==> src/rtl/iowin_pkg.sv <==
package iowin_pkg;

    typedef enum logic [1:0] {
        TGT_CORE = 2'd0,
        TGT_DMA  = 2'd1,
        TGT_CTRL = 2'd2,
        TGT_NONE = 2'd3
    } tgt_e;

    typedef enum logic [1:0] {
        ST_IDLE,
        ST_FETCH,
        ST_COMMIT,
        ST_REPLY
    } state_e;

    localparam logic [1:0] SZ_BYTE = 2'd0;
    localparam logic [1:0] SZ_HALF = 2'd1;
    localparam logic [1:0] SZ_WORD = 2'd2;

endpackage

==> src/rtl/iowin_decode.sv <==
module iowin_decode
    import iowin_pkg::*;
#(
    parameter int ADDR_W      = 7,
    parameter int IDX_W       = 4,
    parameter int OFF_W       = 2,
    parameter int CORE_LIMIT  = 64,
    parameter int DMA_LIMIT   = 96,
    parameter int CTRL_OFFSET = 112
) (
    input  logic [ADDR_W-1:0] addr,
    output tgt_e              tgt,
    output logic [IDX_W-1:0]  idx
);
    localparam logic [ADDR_W-1:0] CORE_A = ADDR_W'(CORE_LIMIT);
    localparam logic [ADDR_W-1:0] DMA_A  = ADDR_W'(DMA_LIMIT);
    localparam logic [ADDR_W-1:0] CTRL_A = ADDR_W'(CTRL_OFFSET);

    logic [ADDR_W-1:0] dma_rel;
    logic [ADDR_W-1:0] word_addr;

    assign dma_rel   = addr - CORE_A;
    assign word_addr = addr >> OFF_W;

    always_comb begin
        tgt = TGT_NONE;
        idx = '0;
        if (addr < CORE_A) begin
            tgt = TGT_CORE;
            idx = IDX_W'(word_addr);
        end else if (addr < DMA_A) begin
            tgt = TGT_DMA;
            idx = IDX_W'(dma_rel >> OFF_W);
        end else if (word_addr == (CTRL_A >> OFF_W)) begin
            tgt = TGT_CTRL;
        end
    end

endmodule

==> src/rtl/iowin_lanes.sv <==
module iowin_lanes
    import iowin_pkg::*;
#(
    parameter int DATA_W = 32
) (
    input  logic [$clog2(DATA_W/8)-1:0] off,
    input  logic [1:0]                  size_code,
    input  logic [DATA_W-1:0]           wdata,
    input  logic [DATA_W-1:0]           word,
    output logic [DATA_W/8-1:0]         byte_en,
    output logic [DATA_W-1:0]           merged,
    output logic [DATA_W-1:0]           rdata
);
    localparam int LANES = DATA_W / 8;
    localparam int OFF_W = $clog2(LANES);
    localparam int CNT_W = OFF_W + 1;

    logic [CNT_W-1:0]  want_n;
    logic [CNT_W-1:0]  room_n;
    logic [CNT_W-1:0]  eff_n;
    logic [DATA_W-1:0] wdata_sh;
    logic [DATA_W-1:0] word_sh;

    // requested byte count, truncated where the word ends
    always_comb begin
        unique case (size_code)
            SZ_BYTE: want_n = CNT_W'(1);
            SZ_HALF: want_n = CNT_W'(2);
            default: want_n = CNT_W'(LANES);
        endcase
        room_n = CNT_W'(LANES) - {1'b0, off};
        eff_n  = (want_n < room_n) ? want_n : room_n;
    end

    assign wdata_sh = wdata << {off, 3'b000};
    assign word_sh  = word >> {off, 3'b000};

    for (genvar g = 0; g < LANES; g++) begin : g_lane
        assign byte_en[g] = (CNT_W'(g) >= {1'b0, off}) &&
                            (CNT_W'(g) < ({1'b0, off} + eff_n));
        assign merged[8*g +: 8] = byte_en[g] ? wdata_sh[8*g +: 8] : word[8*g +: 8];
        assign rdata[8*g +: 8]  = (CNT_W'(g) < eff_n) ? word_sh[8*g +: 8] : 8'h00;
    end

endmodule

==> src/rtl/io_window_decoder.sv <==
module io_window_decoder
    import iowin_pkg::*;
#(
    parameter int ADDR_W      = 7,
    parameter int DATA_W      = 32,
    parameter int IDX_W       = 4,
    parameter int CORE_LIMIT  = 64,
    parameter int DMA_LIMIT   = 96,
    parameter int CTRL_OFFSET = 112
) (
    input  logic              clk,
    input  logic              rst_n,
    input  logic              req_valid,
    input  logic              req_write,
    input  logic [ADDR_W-1:0] req_addr,
    input  logic [1:0]        req_size,
    input  logic [DATA_W-1:0] req_wdata,
    output logic              req_ready,
    output logic              rsp_valid,
    output logic [DATA_W-1:0] rsp_rdata,
    output logic              tgt_rd,
    output logic              tgt_wr,
    output logic [1:0]        tgt_sel,
    output logic [IDX_W-1:0]  tgt_idx,
    output logic [DATA_W-1:0] tgt_wdata,
    input  logic [DATA_W-1:0] tgt_rdata
);
    localparam int LANES = DATA_W / 8;
    localparam int OFF_W = $clog2(LANES);

    state_e            state_q, state_nx;
    logic              wr_q;
    tgt_e              tgt_q;
    logic [IDX_W-1:0]  idx_q;
    logic [OFF_W-1:0]  off_q;
    logic [1:0]        size_q;
    logic [DATA_W-1:0] wdata_q;
    logic [DATA_W-1:0] word_q;

    tgt_e              dec_tgt;
    logic [IDX_W-1:0]  dec_idx;
    logic [LANES-1:0]  lane_en;
    logic [DATA_W-1:0] merged;
    logic [DATA_W-1:0] aligned;
    logic              accept;
    logic              whole_word;

    iowin_decode #(
        .ADDR_W     (ADDR_W),
        .IDX_W      (IDX_W),
        .OFF_W      (OFF_W),
        .CORE_LIMIT (CORE_LIMIT),
        .DMA_LIMIT  (DMA_LIMIT),
        .CTRL_OFFSET(CTRL_OFFSET)
    ) u_dec (
        .addr(req_addr),
        .tgt (dec_tgt),
        .idx (dec_idx)
    );

    iowin_lanes #(
        .DATA_W(DATA_W)
    ) u_lanes (
        .off      (off_q),
        .size_code(size_q),
        .wdata    (wdata_q),
        .word     (word_q),
        .byte_en  (lane_en),
        .merged   (merged),
        .rdata    (aligned)
    );

    assign accept     = (state_q == ST_IDLE) && req_valid;
    assign whole_word = req_write && (req_size >= SZ_WORD) &&
                        (req_addr[OFF_W-1:0] == '0);

    // state register
    always_ff @(posedge clk or negedge rst_n) begin
        if (!rst_n) state_q <= ST_IDLE;
        else        state_q <= state_nx;
    end

    // transitions
    always_comb begin
        state_nx = state_q;
        unique case (state_q)
            ST_IDLE:   if (req_valid) state_nx = whole_word ? ST_COMMIT : ST_FETCH;
            ST_FETCH:  state_nx = wr_q ? ST_COMMIT : ST_REPLY;
            ST_COMMIT: state_nx = ST_IDLE;
            ST_REPLY:  state_nx = ST_IDLE;
        endcase
    end

    // request capture and word fetch
    always_ff @(posedge clk or negedge rst_n) begin
        if (!rst_n) begin
            wr_q    <= 1'b0;
            tgt_q   <= TGT_NONE;
            idx_q   <= '0;
            off_q   <= '0;
            size_q  <= SZ_BYTE;
            wdata_q <= '0;
            word_q  <= '0;
        end else begin
            if (accept) begin
                wr_q    <= req_write;
                tgt_q   <= dec_tgt;
                idx_q   <= dec_idx;
                off_q   <= req_addr[OFF_W-1:0];
                size_q  <= req_size;
                wdata_q <= req_wdata;
            end
            if (state_q == ST_FETCH) begin
                word_q <= (tgt_q != TGT_NONE) ? tgt_rdata : '0;
            end
        end
    end

    // outputs
    always_comb begin
        req_ready = (state_q == ST_IDLE);
        tgt_rd    = (state_q == ST_FETCH)  && (tgt_q != TGT_NONE);
        tgt_wr    = (state_q == ST_COMMIT) && (tgt_q != TGT_NONE);
        tgt_sel   = tgt_q;
        tgt_idx   = idx_q;
        tgt_wdata = merged;
        rsp_valid = (state_q == ST_REPLY);
        rsp_rdata = (state_q == ST_REPLY) ? aligned : '0;
    end

    // accepted request makes the block busy on the next cycle
    a_r10_busy_after_accept: assert property (@(posedge clk) disable iff (!rst_n)
        (req_valid && req_ready) |=> !req_ready);

    // target strobes only for a mapped target
    a_r5_strobe_mapped: assert property (@(posedge clk) disable iff (!rst_n)
        (tgt_rd || tgt_wr) |-> (tgt_sel != TGT_NONE));

    // a target write lasts one cycle and ends the operation
    a_r7_write_single: assert property (@(posedge clk) disable iff (!rst_n)
        tgt_wr |=> (!tgt_wr && req_ready));

    // a reply lasts one cycle and ends the operation
    a_r9_reply_single: assert property (@(posedge clk) disable iff (!rst_n)
        rsp_valid |=> (!rsp_valid && req_ready));

    // a fetch is followed by a write or a reply to the same word
    a_r8_fetch_followed: assert property (@(posedge clk) disable iff (!rst_n)
        tgt_rd |=> ((tgt_wr || rsp_valid) && $stable(tgt_sel) && $stable(tgt_idx)));

    // every forwarded write carries at least one new byte lane
    a_r8_lanes_nonempty: assert property (@(posedge clk) disable iff (!rst_n)
        tgt_wr |-> ($countones(lane_en) > 0));

endmodule

==> config.mk <==
export PLATFORM = sky130hd
export DESIGN_NAME = io_window_decoder
export DESIGN_NICKNAME = d
export VERILOG_FILES = /design/src/rtl/iowin_pkg.sv /design/src/rtl/iowin_decode.sv /design/src/rtl/iowin_lanes.sv /design/src/rtl/io_window_decoder.sv
export SDC_FILE = /design/constraint.sdc
export NUM_CORES = 1
export LEC_CHECK = 0
export BUFFER_PORTS_ARGS = -buffer_cell sky130_fd_sc_hd__buf_2
export CAP_MARGIN = 20
export CORE_ASPECT_RATIO = 1.1
export CORE_MARGIN = 2
export CORE_UTILIZATION = 50
export DETAILED_ROUTE_END_ITERATION = 16
export PLACE_DENSITY_LB_ADDON = 0.25
export RECOVER_POWER = 50
export SLEW_MARGIN = 5
export SYNTH_ARGS = -nofsm -noshare
export SYNTH_HDL_FRONTEND = slang
export SYNTH_SLANG_ARGS = --single-unit
==> constraint.sdc <==
create_clock -name clk -period 8.05 [get_ports clk]
set_input_delay 0.4025 -clock clk [delete_from_list [all_inputs] [get_ports clk]]
set_output_delay 0.4025 -clock clk [all_outputs]
set_load 0.05 [all_outputs]
==> results.toml, run 1 <==
[status]
status = "finished with violations"
violations = "capacitance limit, slew limit"

[logic_synthesis]
syn-num-nets = 588
synth_area_leaders = "dfrtp_1, mux2i_1, nand2_1"
ys_ff_latch = 77
netlist-cell-type-count = 53
netlist.area_leader.share_pct = 39.1
async_flop_share_pct = 100
syn_area_sq_um = 4800
yosys.area.top_type = "dfrtp_1"
syn_area_per_cell_sq_um = 9.53
ys.flop_type = "dfrtp_1"
synth_edf_count = 0
ys_seq_area_share_pct = 40.2
yosysWarningCount = 0
synthCells = 503

[die]
start_util_pct = 51.3
fp.dieH_um = 107
dieWidth_um = 97.4
core_area_sq_um = 9350
ios = 151
dieArea_sq_um = 10400
rows = 37

[clocking]
cts_sinks = 77
cts_max_level = 3
cts_buffers = 9
postCtsSetupRepairBufs = 0
clk_pin_slew_ns = 0.09
cts_hold_repair.buffers = 0
clockBufferDepth = 2
cts_tree = "yes"
cts_root_buf = "clkbuf_8"
clkLatencyLatePin_ns = 0.36
cts_resized = 0

[setup_path]
critPathCaptureType = "output pin"
critical_path.slowest_cell = "dfrtp_2"
reg2reg_depth = 4
timing.critical_path.buf_inv = 2
cp_cell_sequence = "inv_1 > ha_1 > ha_1 > nand2b_1 > or3_1 > and3_1 > fa_1 > xor2_1 > a21oi_2 > mux2_2 > buf_2"
cpMostUsedCell = "ha_1"
cp_max_fo = 45
worst-path-stages = 11
critPathRequiredTime_ns = 7.65
path_delay_family = "adder cells"
setup.worst_path.start_class = "flop"
critPathKind = "reg -> out"
arrival_ns = 6.08
max_stage_delay_ns = 1.08

[timing]
fmaxAchievable_mhz = 154
rsz0062_at_grt = "false"
drv_slew = 156
worst_pin_slew_ns = 4.07
final-hold-violation-count = 0
post-route-min-period_ns = 6.48
period_share_pct = 80.5
finalSetupViolations = 0
finClkSkew_ns = 0.00788
slew_headroom_pct = -171
setup_tns_ns = 0

[placement]
routabilityCongestion = 0.966
io_buffer_count = 150
place_hpwl_um = 11000

[route]
drtAntennaViolNets = 0
dr.pass1.iters = 5
via_per_inst = 5.83
drt-initial-drc-count = 261
route.detailed.drc = 0
wire_per_inst_um = 19.3
vias = 4398
wl_um = 14600

[hold_path]
hp-class = "in -> reg"
holdPathStages = 3

[grt]
globalRouteTotalUtil_pct = 28.1
grt_pass1_vias = 4270
grt_pass1_wl_um = 22800
antenna_found_initial = 0
overflow = 0
grt_max_degree = 78

[layout]
drive_gt1_share_pct = 31.7
fill_cells = 835
syn_to_final_growth_pct = 19.0
seq_area_sq_um = 1930
multi_input_area_sq_um = 2550
diodes = 0
fin_nets = 718

[job]
cap_violations = 3
==> cell usage after synthesis (3+ instances only) <==
cell / number
a211oi_1: 17
a22o_1: 32
a22oi_1: 8
a41oi_1: 9
and2_1: 9
buf_1: 3
buf_2: 13
buf_4: 7
buf_6: 5
clkbuf_1: 7
dfrtp_1: 75
ha_1: 7
inv_1: 25
mux2_2: 24
mux2i_1: 48
nand2_1: 120
nand2b_1: 5
nand3_1: 12
nor2_1: 4
o21ai_0: 11
o22a_1: 8
o22ai_1: 8
o2bb2ai_1: 8
==> cell families (layout without fill, tap and decap cells) <==
logic type,after synthesis,count (layout),share of synthesized area (%)
xor gates and xnor gates,1,1,0.183
and+or+nand+nor,168,168,15.8
AOI/OAI and AO/OA,116,116,19.5
muxes,72,72,15.7
adders and majority gates,8,8,2.24
buffers and inverters,61,196,6.44
DFF,77,77,40.2
==> final cells by class <==
cell class                      instances  area share, %
Multi-Input combinational cell        365           44.7
Sequential cell                        77           33.8
Timing Repair Buffer                  154           13.4
Clock buffer                           11           2.65
Tap cell                              117           2.56
Inverter                               26           1.71
Clock inverter                          5           1.12
==> final timing paths <==
check | startpoint | end | slack [ns]
worst max-delay path | off_q[0] | tgt_wdata[21] | 1.57
worst min register to register | wr_q | wr_q | 0.48
worst min-delay path | req_wdata[18] | wdata_q[18] | 0.23
min in group asynchronous | rst_n | word_q[27] | 1.45
max in group asynchronous | rst_n | off_q[0] | 3.97
worst max register to register | state_q[0] | tgt_sel[0] | 5.46
==> sequential cells by signal, summed over array words and instances (netlist names) <==
register and cells:
off_q 2, wr_q 1, word_q 32, size_q 2, tgt_idx 4, wdata_q 32
state_q 2, tgt_sel 2
==> metrics by stage <==
stage	hold WS, ns	setup WS, ns	instances	utilization [%]	cell area, sq um
6_report	0.228	1.57	755	61.1	5710
5_1_grt	0.232	1.23	755	61.1	5710
4_1_cts	0.219	1.55	755	61.3	5730
3_5_place_dp	0.454	1.97	739	59.0	5520
3_3_place_gp	0.450	2.16	739	59.0	5520
2_1_floorplan	0.107	3.45	503	-	4800
==> placed cells by master (no fill, tap or decap), drive strengths merged, types with 2 or more instances in the layout <==
cell type | netlist | routed
a22o | 32 | 32
and2 | 9 | 9
a41oi | 9 | 9
o21a | 2 | 2
a211oi | 17 | 17
nand3b | 2 | 2
o22ai | 8 | 8
nor2b | 2 | 2
buf | 28 | 146
nor3 | 2 | 2
mux2i | 48 | 48
inv | 26 | 29
o2bb2ai | 8 | 8
ha | 7 | 7
dfrtp | 75 | 75
and3 | 2 | 2
nor2 | 5 | 5
nand2b | 5 | 5
dfstp | 2 | 2
nor3b | 2 | 2
nand3 | 13 | 13
o22a | 8 | 8
o21ai | 12 | 12
mux2 | 24 | 24
a21oi | 4 | 4
o2111ai | 2 | 2
a22oi | 8 | 8
clkbuf | 7 | 19
nand2 | 120 | 120
==> worst register-to-register path: cells and delay by family (launching register included) <==
family / cells / cell delay, ns
buf+inv: 1 / 1.21
flops: 1 / 0.57
simple gates: 2 / 0.39
compound gates: 1 / 0.37
==> metal layers <==
metal | up-vias | global-route usage (%) | wire (um) | share of wire, %
li1 | 2059 | - | - | -
met1 | 2085 | 38.7 | 6380 | 44
met2 | 222 | 43.6 | 6630 | 45
met3 | 32 | 6.19 | 1120 | 7.7
met4 | 0 | 10.5 | 436 | 3.0
met5 | - | 0 | 0 | 0
Power of run 1 is not shown: default switching activity piles up to over one toggle a cycle in this logic, so the estimate is an artifact.
==> run 2: changes to the inputs <==
- CORE_UTILIZATION: 50 -> 47
- clock period: 8.05 -> 5.9 ns (I/O delays scaled with it)
==> run 2 against run 1 <==
Against the previous run: the run still ends with capacitance limit, slew limit left; core utilization shrank 2.9 points; register-to-register slack lost 2.0 ns; flip-flop and latch count is the same; clock-buffer cell count grew 1; first-iteration DRC count shrank 23%; via count grew 0.50%; worst setup slack lost 1.2 ns; clock skew grew 0.0076 ns; global-route usage shrank 1.3 points; cell count grew 0.53%; routed wire length grew 0.52%; design area grew 0.70%.
==> results.toml, run 2 (same netlist as run 1, synthesis figures left out) <==
[status]
status = "finished with violations"
violations = "capacitance limit, slew limit"

[timing]
drv_slew = 112
post-route-min-period_ns = 5.52
setup_tns_ns = 0
final-hold-violation-count = 0
rsz0062_at_grt = "false"
finClkSkew_ns = 0.0155
period_share_pct = 93.5
worst_pin_slew_ns = 4.12
finalSetupViolations = 0
fmaxAchievable_mhz = 181
slew_headroom_pct = -175

[die]
core_area_sq_um = 9890
fp.dieH_um = 110
dieArea_sq_um = 11000
dieWidth_um = 100
ios = 151
start_util_pct = 48.5
rows = 38

[clocking]
cts_max_level = 3
cts_hold_repair.buffers = 0
cts_resized = 0
clockBufferDepth = 2
cts_root_buf = "clkbuf_8"
clk_pin_slew_ns = 0.08
cts_sinks = 77
postCtsSetupRepairBufs = 0
cts_buffers = 9
clkLatencyLatePin_ns = 0.37
cts_tree = "yes"

[setup_path]
critical_path.slowest_cell = "xor2_1"
timing.critical_path.buf_inv = 2
setup.worst_path.start_class = "flop"
critPathRequiredTime_ns = 5.61
reg2reg_depth = 4
rrSetupSlack_ns = 3.49
cp_cell_sequence = "inv_1 > ha_1 > ha_1 > nand2b_1 > or3_1 > and3_1 > fa_1 > xor2_1 > a21oi_2 > mux2_2 > buf_2"
cp_max_fo = 18
critPathKind = "reg -> out"
max_stage_delay_ns = 0.80
rr_startpoint = "state_q[1]"
cpMostUsedCell = "ha_1"
critPathCaptureType = "output pin"
regToRegEndpoint = "word_q[16]"
arrival_ns = 5.22
path_delay_family = "adder cells"

[layout]
syn_to_final_growth_pct = 19.9
drive_gt1_share_pct = 31.8
final_cell_mix = "buf_2, nand2_1, dfrtp_1"
fill_cells = 936
fin_area_sq_um = 5750
seq_area_sq_um = 1930
diodes = 0
layout_commonest_cell = "buf_2"
multi_input_area_sq_um = 2550
fin_nets = 719

[route]
wl_um = 14600
drt-initial-drc-count = 201
route.detailed.drc = 0
via_per_inst = 5.82
wire_per_inst_um = 19.3
drtAntennaViolNets = 0
vias = 4420
dr.pass1.iters = 5

[grt]
antenna_found_initial = 0
grt_pass1_vias = 4189
globalRouteTotalUtil_pct = 26.7
grt_max_degree = 78
overflow = 0
grt_pass1_wl_um = 22400

[placement]
io_buffer_count = 150
place_hpwl_um = 11000
dpl_cell_area_sq_um = 5530
routabilityCongestion = 0.897

[job]
cap_violations = 2

[hold_path]
hp-class = "in -> reg"
holdPathStages = 3
hold_end = "wdata_q[31]"
min-delay-start = "req_wdata[31]"
[run 2: area by class of cell]
cell class	count	area share, %
inverters	26	1.70
flip-flops and latches	77	33.6
repair buffers	155	13.5
well taps	120	2.61
clock buffers	12	2.87
clock inverters	4	1.33
multi-input cells	365	44.4
[run 2: routing by layer]
| layer | share of wire (%) | GRT usage, % |
|---|---|---|
| met1 | 43 | 37.5 |
| met2 | 47 | 41.6 |
| met3 | 7.2 | 4.20 |
| met4 | 2.8 | 10.7 |
| met5 | 0 | 0 |
[run 2: per-stage QoR]
stage / utilization, % / setup slack (ns) / hold slack [ns] / instances
after detailed placement: 55.9 / 0.822 / 0.450 / 743
after floorplan: - / 1.41 / -0.000591 / 503
final: 58.1 / 0.384 / 0.118 / 759
after CTS: 58.3 / 0.403 / 0.109 / 759
after global routing: 58.1 / 0.0361 / 0.109 / 759
after global placement: 55.9 / 0.971 / 0.447 / 743
[run 2: tightest hold or removal path, cell delays in order]
cell     delay, ns
buf_2         0.07
nand2_1       0.04
nand2_1       0.04
[run 2: worst max path at each step]
stage | end | slack [ns] | depth (start not counted) | startpoint
after detailed placement | tgt_wdata[22] | 0.82 | 11 | off_q[0]
after global placement | tgt_wdata[16] | 0.97 | 11 | off_q[0]
after global routing | tgt_wdata[22] | 0.04 | 11 | off_q[0]
after floorplan | tgt_wdata[10] | 1.41 | 15 | off_q[0]
final | tgt_wdata[22] | 0.38 | 11 | off_q[0]
after CTS | tgt_wdata[22] | 0.40 | 11 | off_q[0]
Power of run 2 is left out for the same reason.
